==> config.mk <==
export PLATFORM = sky130hd
export DESIGN_NAME = io_port_decoder
export DESIGN_NICKNAME = d
export VERILOG_FILES = /design/src/rtl/io_dec_pkg.sv /design/src/rtl/dec_addr_match.sv /design/src/rtl/dec_strobe_gen.sv /design/src/rtl/dec_wait_timer.sv /design/src/rtl/io_port_decoder.sv
export SDC_FILE = /design/constraint.sdc
export NUM_CORES = 1
export LEC_CHECK = 0
export BUFFER_PORTS_ARGS = -buffer_cell sky130_fd_sc_hd__clkbuf_2
export CAP_MARGIN = 20
export CORE_MARGIN = 1
export CORE_UTILIZATION = 50
export DETAILED_ROUTE_END_ITERATION = 16
export PLACE_DENSITY = 0.88
export SYNTH_ARGS = -nofsm -noshare
export SYNTH_HDL_FRONTEND = slang
export SYNTH_SLANG_ARGS = --single-unit
==> constraint.sdc <==
create_clock -name clk -period 5.8 [get_ports clk]
set_clock_uncertainty 0.1 [all_clocks]
set_input_delay 0.58 -clock clk [delete_from_list [all_inputs] [get_ports clk]]
set_output_delay 0.58 -clock clk [all_outputs]
set_load 0.01 [all_outputs]
==> src/rtl/io_dec_pkg.sv <==
`timescale 1ns/1ps
package io_dec_pkg;

  typedef enum logic [1:0] {
    WT_IDLE  = 2'd0,
    WT_COUNT = 2'd1,
    WT_DONE  = 2'd2
  } wait_state_e;

  // Board window match: upper address field against the base setting.
  function automatic logic window_hit(input logic [7:0] hi_field,
                                      input logic [7:0] base_val);
    return hi_field == base_val;
  endfunction

  // True in the last counting cycle of the wait timer.
  function automatic logic wait_last(input int unsigned count_val,
                                     input int unsigned total);
    return count_val + 2 >= total;
  endfunction

endpackage

==> src/rtl/dec_addr_match.sv <==
`timescale 1ns/1ps
module dec_addr_match #(
  parameter int ADDR_W    = 8,
  parameter int PORT_BITS = 2,
  parameter int REG_BITS  = 2
) (
  input  logic [ADDR_W-1:0]                  addr,
  input  logic [ADDR_W-PORT_BITS-REG_BITS-1:0] base_sel,
  input  logic                               sts_in,
  input  logic                               sts_out,
  output logic                               board_hit,
  output logic                               access,
  output logic [(1<<PORT_BITS)-1:0]          port_cs,
  output logic [REG_BITS-1:0]                reg_sel
);
  import io_dec_pkg::*;

  localparam int BASE_W    = ADDR_W - PORT_BITS - REG_BITS;
  localparam int NUM_PORTS = 1 << PORT_BITS;

  logic [BASE_W-1:0]    base_field;
  logic [PORT_BITS-1:0] port_field;

  assign base_field = addr[ADDR_W-1 -: BASE_W];
  assign port_field = addr[REG_BITS +: PORT_BITS];

  assign board_hit = window_hit(8'(base_field), 8'(base_sel));
  assign access    = board_hit && (sts_in || sts_out);
  assign reg_sel   = access ? addr[REG_BITS-1:0] : '0;

  for (genvar k = 0; k < NUM_PORTS; k++) begin : g_cs
    assign port_cs[k] = access && (port_field == PORT_BITS'(k));
  end

endmodule

==> src/rtl/dec_strobe_gen.sv <==
`timescale 1ns/1ps
module dec_strobe_gen (
  input  logic access,
  input  logic sts_in,
  input  logic sts_out,
  input  logic strb_din,
  input  logic strb_wr,
  output logic in_acc,
  output logic bus_en,
  output logic rd_wr_n,
  output logic to_port_en,
  output logic to_bus_en
);
  logic out_acc;

  assign in_acc     = access && sts_in;
  assign out_acc    = access && sts_out;
  assign bus_en     = access && (strb_din || strb_wr);
  assign rd_wr_n    = !out_acc;
  assign to_port_en = out_acc;
  assign to_bus_en  = in_acc;

endmodule

==> src/rtl/dec_wait_timer.sv <==
`timescale 1ns/1ps
module dec_wait_timer #(
  parameter int WAIT_CYCLES = 125
) (
  input  logic clk,
  input  logic poc,
  input  logic in_acc,
  output logic ready,
  output logic wait_start,
  output logic wait_busy
);
  import io_dec_pkg::*;

  localparam int CNT_W = (WAIT_CYCLES > 2) ? $clog2(WAIT_CYCLES) : 1;

  wait_state_e      state, state_nx;
  logic [CNT_W-1:0] cnt, cnt_nx;

  assign wait_start = (state == WT_IDLE) && in_acc && !poc;
  assign wait_busy  = in_acc && (state != WT_DONE) && !poc;
  assign ready      = !wait_busy;

  always_comb begin
    state_nx = state;
    cnt_nx   = cnt;
    unique case (state)
      WT_IDLE: begin
        cnt_nx = '0;
        if (in_acc) state_nx = (WAIT_CYCLES <= 1) ? WT_DONE : WT_COUNT;
      end
      WT_COUNT: begin
        if (!in_acc) state_nx = WT_IDLE;
        else if (wait_last(int'(cnt), WAIT_CYCLES)) state_nx = WT_DONE;
        else cnt_nx = cnt + 1'b1;
      end
      WT_DONE: if (!in_acc) state_nx = WT_IDLE;
      default: state_nx = WT_IDLE;
    endcase
  end

  always_ff @(posedge clk or posedge poc) begin
    if (poc) begin
      state <= WT_IDLE;
      cnt   <= '0;
    end else begin
      state <= state_nx;
      cnt   <= cnt_nx;
    end
  end

endmodule

==> src/rtl/io_port_decoder.sv <==
`timescale 1ns/1ps
module io_port_decoder #(
  parameter int ADDR_W      = 8,
  parameter int PORT_BITS   = 2,
  parameter int REG_BITS    = 2,
  parameter int WAIT_CYCLES = 125
) (
  input  logic                                 clk,
  input  logic                                 poc,
  input  logic [ADDR_W-1:0]                    addr,
  input  logic                                 sts_in,
  input  logic                                 sts_out,
  input  logic                                 strb_din,
  input  logic                                 strb_wr,
  input  logic [ADDR_W-PORT_BITS-REG_BITS-1:0] base_sel,
  output logic [(1<<PORT_BITS)-1:0]            port_cs,
  output logic [REG_BITS-1:0]                  reg_sel,
  output logic                                 rd_wr_n,
  output logic                                 bus_en,
  output logic                                 to_port_en,
  output logic                                 to_bus_en,
  output logic                                 ready,
  output logic                                 port_rst
);
  logic board_hit;
  logic access;
  logic in_acc;
  logic wait_start;
  logic wait_busy;

  dec_addr_match #(.ADDR_W(ADDR_W), .PORT_BITS(PORT_BITS), .REG_BITS(REG_BITS)) u_match (
    .addr(addr), .base_sel(base_sel), .sts_in(sts_in), .sts_out(sts_out),
    .board_hit(board_hit), .access(access), .port_cs(port_cs), .reg_sel(reg_sel)
  );

  dec_strobe_gen u_strobe (
    .access(access), .sts_in(sts_in), .sts_out(sts_out),
    .strb_din(strb_din), .strb_wr(strb_wr), .in_acc(in_acc),
    .bus_en(bus_en), .rd_wr_n(rd_wr_n),
    .to_port_en(to_port_en), .to_bus_en(to_bus_en)
  );

  dec_wait_timer #(.WAIT_CYCLES(WAIT_CYCLES)) u_wait (
    .clk(clk), .poc(poc), .in_acc(in_acc),
    .ready(ready), .wait_start(wait_start), .wait_busy(wait_busy)
  );

  assign port_rst = poc;

endmodule

Yosys cells after proc, flatten, opt, wreduce, memory -nomap -nowiden
Cells that the tools add are included.
{"block": "totals", "ff_bits": 9, "out_inout_bits": 12, "wordCells": 46}
{"block": "op_classes", "n_addsub": 2, "n_reduce_logical": 20, "n_eq_ne": 12, "n_lt_le_gt_ge": 1, "mux": 9}
{"cell": ">= comparator 32 x 7 -> 1 bit, second input constant", "count": 1}
{"cell": "two-way mux 7 bit", "count": 2}
{"cell": "case mux 7 bit (2 select lines)", "count": 1}
{"cell": "logical AND 1 bit", "count": 10}
{"cell": "two-way mux 2 bit", "count": 5}
{"cell": "adder 7 x 2 -> 8 bit, second input constant", "count": 1}
{"cell": "adder 7 x 1 -> 7 bit, second input constant", "count": 1}
{"cell": "== test 2 bit, second input constant", "count": 3}
{"cell": "inequality test 2 bit, second input constant", "count": 3}
{"cell": "case mux 2 bit (3 select lines)", "count": 1}
{"cell": "AND reduction 3 bit", "count": 2}
{"cell": "== test 2 x 1 -> 1 bit, second input constant", "count": 2}
{"cell": "== test 4 bit", "count": 1}
{"cell": "zero test 2 bit", "count": 2}
{"cell": "inequality test 2 x 1 -> 1 bit, second input constant", "count": 2}
{"cell": "zero test 1 bit", "count": 3}
{"cell": "inequality test 3 bit, second input constant", "count": 1}
{"cell": "logical OR 1 bit", "count": 2}
{"cell": "nonzero test 2 bit", "count": 1}

Depth between registers and ports, before layout
Gate-level depths: netlist of the first run.
{"block": "depth", "word_depth": 6, "mapped_depth": 8, "ltp_nobuf": 7}

Modules after synthesis
From an unflattened synthesis of the first run, not the netlist that was laid out.
{"block": "hier_totals", "hier_cells": 82, "hier_area_um2": 774.5}
{"module": "dec_wait_timer", "cells_per_inst": 61, "area_each_um2": 571.8, "n_inst": 1, "seq_area_each_um2": 225.2}
{"module": "dec_addr_match", "cells_per_inst": 15, "area_each_um2": 163.9, "n_inst": 1, "seq_area_each_um2": 0.0}
{"module": "dec_strobe_gen", "cells_per_inst": 5, "area_each_um2": 31.3, "n_inst": 1, "seq_area_each_um2": 0.0}
{"module": "io_port_decoder", "cells_per_inst": 1, "area_each_um2": 7.5, "n_inst": 1, "seq_area_each_um2": 0.0}

Worst setup path before layout of the first run
Ideal clock, no wire load.
{"block": "synth_timing", "kind": "input -> output", "start": "in base_sel[2]", "end": "out port_cs[0]", "slack_ns": 3.456, "n_path_buf": 0, "stages": 4, "t_arrival_ns": 1.664, "cell_sequence": "xor2_1 nor4_4 o21a_1 nor3b_1"}
{"block": "synth_via", "elab_chain_cells": 3}
{"item": "from (decl)", "line": "io_port_decoder.sv:15", "source": "input logic [ADDR_W-PORT_BITS-REG_BITS-1:0] base_sel,"}
{"item": "== test 4 bit", "line": "io_dec_pkg.sv:13", "source": "return hi_field == base_val;"}
{"item": "logical AND 1 bit", "line": "dec_addr_match.sv:28", "source": "assign access = board_hit && (sts_in || sts_out);"}
{"item": "logical AND 1 bit", "line": "dec_addr_match.sv:32", "source": "assign port_cs[k] = access && (port_field == PORT_BITS'(k));"}
{"item": "to (decl)", "line": "io_port_decoder.sv:16", "source": "output logic [(1<<PORT_BITS)-1:0] port_cs,"}
No other way between the ends.

Worst setup path in the final report of the first run
{"block": "layout_timing", "start": "in base_sel[2]", "end": "out ready"}
{"block": "layout_via", "elab_chain_cells": 6}
{"item": "== test 4 bit", "line": "io_dec_pkg.sv:13"}
{"item": "logical AND 1 bit", "line": "dec_addr_match.sv:28"}
{"item": "logical AND 1 bit", "line": "dec_strobe_gen.sv:16", "source": "assign in_acc = access && sts_in;"}
{"item": "logical AND 1 bit (2 in a row)", "line": "dec_wait_timer.sv:20", "source": "assign wait_busy = in_acc && (state != WT_DONE) && !poc;"}
{"item": "zero test 1 bit", "line": "dec_wait_timer.sv:21", "source": "assign ready = !wait_busy;"}
{"item": "to (decl)", "line": "io_port_decoder.sv:22", "source": "output logic ready,"}
No other way between the ends.

==> results_dict.tcl, run 1 <==
set metrics [dict create \
    status "finished clean" \
    critical_path_depth 6 \
    netlist_top_cells_area "dfrtp_1, nand2_1, ha_1" \
    die_y_um 40.4 \
    cts_tree "yes" \
    seq_area_um2 225 \
    drtIter0Drc 21 \
    wirelength_um 1690 \
    critPathMostFrequentCell "clkbuf_2" \
    layout_common_cells "clkbuf_2, nand2_1, dfrtp_1" \
    syn_area_um2 737 \
    setup_viol 0 \
    path_cells "clkbuf_2, xor2_1, nor4_4, nand2_1, or3_1, clkbuf_2" \
    wl_per_cell_um 12.9 \
    drv_cap 0 \
    max_freq_ghz 0.396 \
    cts.sinks 9 \
    clock_path_buffers 2 \
    critical_path.slowest_cell "nor4_4" \
    rows 13 \
    via_per_inst 5.72 \
    fin_crit_ps 2530 \
    pwr-share-comb_pct 14.8 \
    cp_data_required_time_ps 5120 \
    root_buffer "clkbuf_4" \
    cts_hold_buf 0 \
    area_growth_pct 21.9 \
    firstDrtPassIters 4 \
    drc 0 \
    yosysTopAreaCellShare_pct 30.6 \
    antenna_found_initial 0 \
    critPathLaunchType "input pin" \
    final-max-slew-violation-count 0 \
    pwr-share-clk_pct 36.9 \
    multi_input_area_um2 460 \
    max_stage_delay_ps 370 \
    p_switching_uw 33.7 \
    start_util_pct 55.3 \
    setup.worst_path.end_class "output pin" \
    cts_setup_buffers 0 \
    hold_path.class "in -> async" \
    synth_cells 87 \
    path_max_fanout 4 \
    grt_max_degree 15 \
    clkSlewWorstSetupHoldPaths_ps 60 \
    placed_cell_area_um2 872 \
    die_area_um2 1630 \
    grt_pass1_vias 547 \
    gr-total-overflow 0 \
    finalHoldViolCount 0 \
    synth-seq-cells 9 \
    vias 749 \
    hpwlAfterDp_um 1290 \
    cts_resized 0 \
    syn_area_per_cell_um2 8.47 \
    rsz0062_at_grt "false" \
    timing_worst_setup_path_type "in -> out" \
    internal-power_uw 98.2 \
    h-tree-depth 1 \
    numCtsBuffers 3 \
    port_buffers 29 \
    yosys_warnings 0 \
    core_area_um2 1330 \
    layout_commonest_cell "clkbuf_2" \
    finalCritPeriodShare_pct 43.6 \
    antennaDiodeCount 0 \
    critPathTopFamily "simple AND/OR/NAND/NOR gates" \
    final_core_util_pct 67.4 \
    layout.nets 138 \
    crit_arrival_ps 1850 \
    fin_area_um2 898 \
    critPathBufInv 2 \
    yosysTopAreaCell "dfrtp_1" \
    ir_drop_mv 0.122 \
    setup-tns-final_ps 0 \
    worstSkewPairLatency_ps 260 \
    grt_pass1_wl_um 2280 \
    tightest_slew_ps 844 \
    ios 30 \
    ys_types 34 \
    swShare_pct 25.5 \
    ys_seq_area_share_pct 30.6 \
    grt_usage_pct 21.9 \
    power_density_nw_per_um2 147 \
    die_w_um 40.4 \
    drive_gt1_share_pct 31.0 \
    synth.net_count 108 \
    fillers 107 \
    reg2reg_depth 6 \
    max_slew_margin_pct 43.6 \
    ant_nets 0 \
    seqPwrFrac_pct 48.2 \
    finalWeightedCongestion 0.861 \
    p_leak_nw 0.432 \
]
## logic make-up (layout without fill, tap and decap cells)
family	after synthesis	after routing	share of synthesized area [%]
xor+xnor	4	4	4.75
compound gates	15	15	16.8
flops	9	9	30.6
fa+ha+maj	3	3	5.09
buf+inv	10	39	6.96
simple gates	46	46	35.8
## cell type report
cell class / count / area share, %
inverter: 6 / 2.51
timing repair buffer: 29 / 16.2
multi-input combinational: 68 / 51.3
clock buffer: 4 / 2.92
tap: 15 / 2.09
sequential: 9 / 25.1
## state kept, by name, indices dropped and copies added (netlist names)
register,count
u_wait.cnt,7
u_wait.state,2
## power groups by stage
stage	Sequential, mW	Clock, mW	Combinational [mW]
after floorplan	0.0642	0	0.0109
after global placement	0.0647	0	0.0190
after detailed placement	0.0648	0	0.0198
after CTS	0.0636	0.0501	0.0199
after global routing	0.0636	0.0539	0.0218
final	0.0636	0.0487	0.0196
## routing by layer
metal	track usage [%]	vias up	share of wire, %
li1	-	375	-
met1	26.0	353	44
met2	35.7	19	51
met3	10.0	2	5.0
met4	5.00	0	0.36
met5	0	-	0
## synthesized netlist by cell type, drive strengths merged
cell,count
a2bb2oi,1
nor3,2
xor2,4
buf,4
nand2b,1
a21oi,1
and3b,1
or2b,1
o21ai,1
nand3b,1
nor2b,1
and3,1
inv,6
nand3,7
nor2,2
nand4b,1
o311ai,3
nor4,2
or4,4
or3,3
ha,3
a211oi,1
nand2,15
and2,3
o221a,1
o211ai,4
dfrtp,9
o21a,3
nor3b,1
## stage by stage
step                      hold slack, ps  instances  setup slack (ps)  power [mW]
final                                175        131              3270       0.132
after global routing                 213        131              3140       0.139
after CTS                            188        131              3260       0.134
after detailed placement             431        127              3260      0.0846
after global placement               422        127              3310      0.0837
after floorplan                      308         87              3460      0.0751
## final timing paths
kind	endpoint	start	slack, ps
max reg2reg	u_wait.cnt[4]	u_wait.cnt[1]	3410
min	u_wait.cnt[2]	poc	180
min reg2reg	u_wait.cnt[6]	u_wait.cnt[6]	450
min in group clk	u_wait.cnt[6]	u_wait.cnt[6]	450
max	ready	base_sel[2]	3270
max in group asynchronous	u_wait.cnt[5]	poc	5170
No activity file was read; power rests on OpenSTA's default activity.
==> run 2: changes to the inputs <==
CORE_UTILIZATION = 46   (was 50)
PLACE_DENSITY = 0.83   (was 0.88)
clock period = 2.5 ns   (was 5.8 ns; I/O delays follow)
==> results_dict.tcl, run 2 (same netlist as run 1, synthesis figures left out) <==
set metrics [dict create \
    internal-power_uw 229 \
    cp_data_required_time_ps 2600 \
    min-delay-start "sts_in" \
    tightest_slew_ps 534 \
    placed_cell_area_um2 873 \
    top_register "u_wait.cnt" \
    status "finished clean" \
    largestRegisters "u_wait.cnt x7, u_wait.state x2" \
    ir_drop_mv 0.283 \
    numCtsBuffers 3 \
    rsz0062_at_grt "false" \
    die_area_um2 1770 \
    ant_nets 0 \
    drc 0 \
    finalCritPeriodShare_pct 92.1 \
    drv_cap 0 \
    whs_path_depth 3 \
    vias 758 \
    setup_viol 0 \
    hold_path.class "in -> reg" \
    fin_area_um2 920 \
    rows 14 \
    hpwlAfterDp_um 1230 \
    start_util_pct 48.9 \
    cts_tree "yes" \
    pwr-share-clk_pct 37.5 \
    max_stage_delay_ps 540 \
    layout.nets 139 \
    port_buffers 29 \
    swShare_pct 26.2 \
    antennaDiodeCount 0 \
    layout_commonest_cell "clkbuf_2" \
    path_max_fanout 14 \
    critPathTopFamily "simple AND/OR/NAND/NOR gates" \
    p_leak_nw 0.438 \
    pwr-share-comb_pct 15.1 \
    r2r_slack_ps 200 \
    r2r_start "u_wait.cnt[1]" \
    wirelength_um 1670 \
    wl_per_cell_um 12.6 \
    die_y_um 42.0 \
    gr-total-overflow 0 \
    drtIter0Drc 30 \
    layout_common_cells "clkbuf_2, nand2_1, dfrtp_1" \
    seqPwrFrac_pct 47.5 \
    drive_gt1_share_pct 30.8 \
    final_core_util_pct 61.0 \
    fillers 121 \
    grt_pass1_wl_um 2820 \
    setup-tns-final_ps 0 \
    grt_pass1_vias 694 \
    ios 30 \
    antenna_found_initial 0 \
    cts.sinks 9 \
    whs_endpoint "u_wait.state[0]" \
    final-max-slew-violation-count 0 \
    critPathLaunchType "flop" \
    crit_arrival_ps 2400 \
    critPathBufInv 0 \
    worstSkewPairLatency_ps 270 \
    finalWeightedCongestion 0.863 \
    dp_cells 128 \
    post-place-ws_ps 210 \
    clkSlewWorstSetupHoldPaths_ps 70 \
    fin_crit_ps 2300 \
    h-tree-depth 1 \
    layout_setup_ws_ps 198 \
    largest_reg_flops 7 \
    timing_worst_setup_path_type "reg -> reg" \
    path_cells "ha_1, or2b_1, a2bb2oi_1, o311ai_4, or4_1, nand3_1" \
    grt_max_degree 15 \
    via_per_inst 5.70 \
    core_area_um2 1510 \
    firstDrtPassIters 5 \
    clock_path_buffers 2 \
    area_growth_pct 24.8 \
    root_buffer "clkbuf_4" \
    power_density_nw_per_um2 338 \
    grt_usage_pct 20.5 \
    reg2reg_depth 6 \
    setup.worst_path.end_class "flop" \
    finalHoldViolCount 0 \
    p_switching_uw 81.5 \
    critical_path.slowest_cell "or4_1" \
    finalHoldWorstSlack_ps 207 \
    max_slew_margin_pct 64.3 \
    r2r-end "u_wait.cnt[4]" \
    max_freq_ghz 0.434 \
    p_total_uw 311 \
    die_w_um 42.0 \
    final_cells 133 \
    critPathLaunch "u_wait.cnt[1]" \
]
-- run 2: how the worst max path moves through the flow --
| stage | endpoint | slack, ps | depth (start not counted) |
|---|---|---|---|
| 2_1_floorplan | u_wait.cnt[5] | 470 | 6 |
| 3_3_place_gp | u_wait.cnt[5] | 260 | 5 |
| 3_5_place_dp | u_wait.cnt[5] | 210 | 5 |
| 4_1_cts | u_wait.cnt[5] | 180 | 5 |
| 5_1_grt | u_wait.cnt[4] | 60 | 6 |
| 6_report | u_wait.cnt[4] | 200 | 6 |
-- run 2: power groups by stage --
stage	clock network, mW	logic, mW	registers (mW)
floorplan	0	0.0253	0.149
global placement	0	0.0438	0.150
detailed placement	0	0.0449	0.150
CTS	0.118	0.0461	0.147
global route	0.127	0.0511	0.148
finish	0.116	0.0468	0.148
-- run 2: layout make-up --
cell class,count,area [µm²],share of cell area (%)
sequential,9,225,24.5
timing repair buffer,30,155,16.9
multi-input combinational,68,470,51.2
inverter,6,22.5,2.45
tap,16,20.0,2.18
clock buffer,4,26.3,2.86
-- run 2: timing repair --
item,CTS,global route
endpoints found under the setup margin,0,1
endpoints found under the hold margin,9,0
hold buffers,1,0
resized for setup,0,1
buffers inserted,0,0
-- run 2: worst register-to-register path, stage by stage (launching register included) --
cell and delay (ps):
dfrtp_1 450, ha_1 260, or2b_1 230, a2bb2oi_1 340, o311ai_4 230, or4_1 540
nand3_1 90
-- run 2: metal layers --
layer  wire length, µm  track usage (%)  up-vias  part of all wire, %
li1                  -                -      374                    -
met1               724             22.9      355                   43
met2               840             36.6       25                   50
met3                76             6.03        4                  4.5
met4                29             7.50        0                  1.7
met5                 0                0        -                    0
==> run 3: changes to the inputs <==
BUFFER_PORTS_ARGS = -buffer_cell sky130_fd_sc_hd__buf_2   (was -buffer_cell sky130_fd_sc_hd__clkbuf_2)
CAP_MARGIN = default   (was 20)
CORE_UTILIZATION = 45   (was 46)
PLACE_DENSITY = 0.81   (was 0.83)
==> results_dict.tcl, run 3 (same netlist as run 1, synthesis figures left out) <==
set metrics [dict create \
    drc 0 \
    finalWeightedCongestion 0.902 \
    crit_arrival_ps 2430 \
    p_leak_nw 0.437 \
    layout_commonest_cell "buf_2" \
    status "finished clean" \
    core_area_um2 1520 \
    ios 30 \
    die_w_um 42.5 \
    setup_viol 0 \
    critPathLaunch "u_wait.cnt[1]" \
    via_per_inst 5.51 \
    wirelength_um 1650 \
    ant_nets 0 \
    ir_drop_mv 0.273 \
    start_util_pct 48.4 \
    setup-tns-final_ps 0 \
    drive_gt1_share_pct 30.8 \
    cts.sinks 9 \
    post-place-ws_ps 207 \
    h-tree-depth 1 \
    r2r_start "u_wait.cnt[1]" \
    cts_hold_buf 1 \
    clock_path_buffers 2 \
    antennaDiodeCount 0 \
    seqPwrFrac_pct 47.8 \
    hold_path.class "in -> reg" \
    layout_common_cells "buf_2, nand2_1, dfrtp_1" \
    antenna_found_initial 0 \
    die_area_um2 1800 \
    setup.worst_path.end_class "flop" \
    fin_crit_ps 2330 \
    fin_area_um2 910 \
    area_growth_pct 23.4 \
    final-max-slew-violation-count 0 \
    layout_setup_ws_ps 170 \
    internal-power_uw 229 \
    root_buffer "clkbuf_4" \
    grt_pass1_wl_um 2770 \
    cp_data_required_time_ps 2600 \
    tightest_slew_ps 787 \
    final_core_util_pct 59.7 \
    numCtsBuffers 3 \
    gr-total-overflow 0 \
    largestRegisters "u_wait.cnt x7, u_wait.state x2" \
    pwr-share-clk_pct 37.4 \
    drtIter0Drc 17 \
    hpwlAfterDp_um 1270 \
    min-delay-start "sts_in" \
    finalHoldWorstSlack_ps 204 \
    die_y_um 42.5 \
    wl_per_cell_um 12.4 \
    p_switching_uw 79.7 \
    swShare_pct 25.8 \
    cts_resized 0 \
    largest_reg_flops 7 \
    cts_tree "yes" \
    pwr-share-comb_pct 14.8 \
    rows 14 \
    grt_max_degree 15 \
    path_max_fanout 14 \
    clkSlewWorstSetupHoldPaths_ps 60 \
    drv_cap 0 \
    layout.nets 139 \
    grt_usage_pct 20.1 \
    timing_worst_setup_path_type "reg -> reg" \
    firstDrtPassIters 4 \
    power_density_nw_per_um2 339 \
    vias 733 \
    grt_pass1_vias 647 \
    max_freq_ghz 0.429 \
    rsz0062_at_grt "false" \
    cts_setup_buffers 0 \
    worstSkewPairLatency_ps 260 \
    port_buffers 29 \
    finalCritPeriodShare_pct 93.2 \
    max_slew_margin_pct 47.4 \
    finalHoldViolCount 0 \
    top_register "u_wait.cnt" \
    placed_cell_area_um2 873 \
    critPathLaunchType "flop" \
]
run 3: changes by cell type in the layout (fill, tap and decap cells not counted):
cell      change
buf_2        +29
clkbuf_2     -29
o311ai_2      +1
o311ai_4      -1
run 3: final cells by class:
class	count	area, µm²
Inverter	6	22.5
Fill cell	136	614
Tap cell	16	20.0
Timing Repair Buffer	30	155
Multi-Input combinational cell	68	460
Sequential cell	9	225
Clock buffer	4	26.3
run 3: power groups by stage:
stage / Sequential (mW) / Clock, mW / Combinational (mW)
global placement: 0.150 / 0 / 0.0432
detailed placement: 0.150 / 0 / 0.0446
global route: 0.147 / 0.128 / 0.0507
finish: 0.147 / 0.115 / 0.0457
floorplan: 0.149 / 0 / 0.0253
CTS: 0.147 / 0.121 / 0.0462
run 3: metrics by stage:
stage	power [mW]	cells
after floorplan	0.174	87
after global placement	0.193	128
after detailed placement	0.195	128
after CTS	0.314	133
after global routing	0.326	133
final	0.309	133
run 3: worst paths after layout:
check,endpoint,slack (ps),depth (start not counted)
hold / removal,u_wait.state[0],200,3
setup / recovery,u_wait.cnt[5],170,6
setup reg to reg,u_wait.cnt[5],170,6
min in group asynchronous,u_wait.cnt[5],400,3
hold reg to reg,u_wait.cnt[6],450,2
max in group asynchronous,u_wait.cnt[3],1640,3
run 3: worst max-delay path: stages (launching register included):
cell,delay [ps]
dfrtp_1,440
ha_1,260
or2b_1,230
a2bb2oi_1,270
o311ai_2,290
or4_1,580
nand3_1,90
run 3: metal layers:
| metal | track usage (%) | part of all wire [%] |
|---|---|---|
| met3 | 2.59 | 2.7 |
| met1 | 27.3 | 46 |
| met2 | 31.4 | 50 |
| met4 | 9.38 | 1.6 |
| met5 | 0 | 0 |
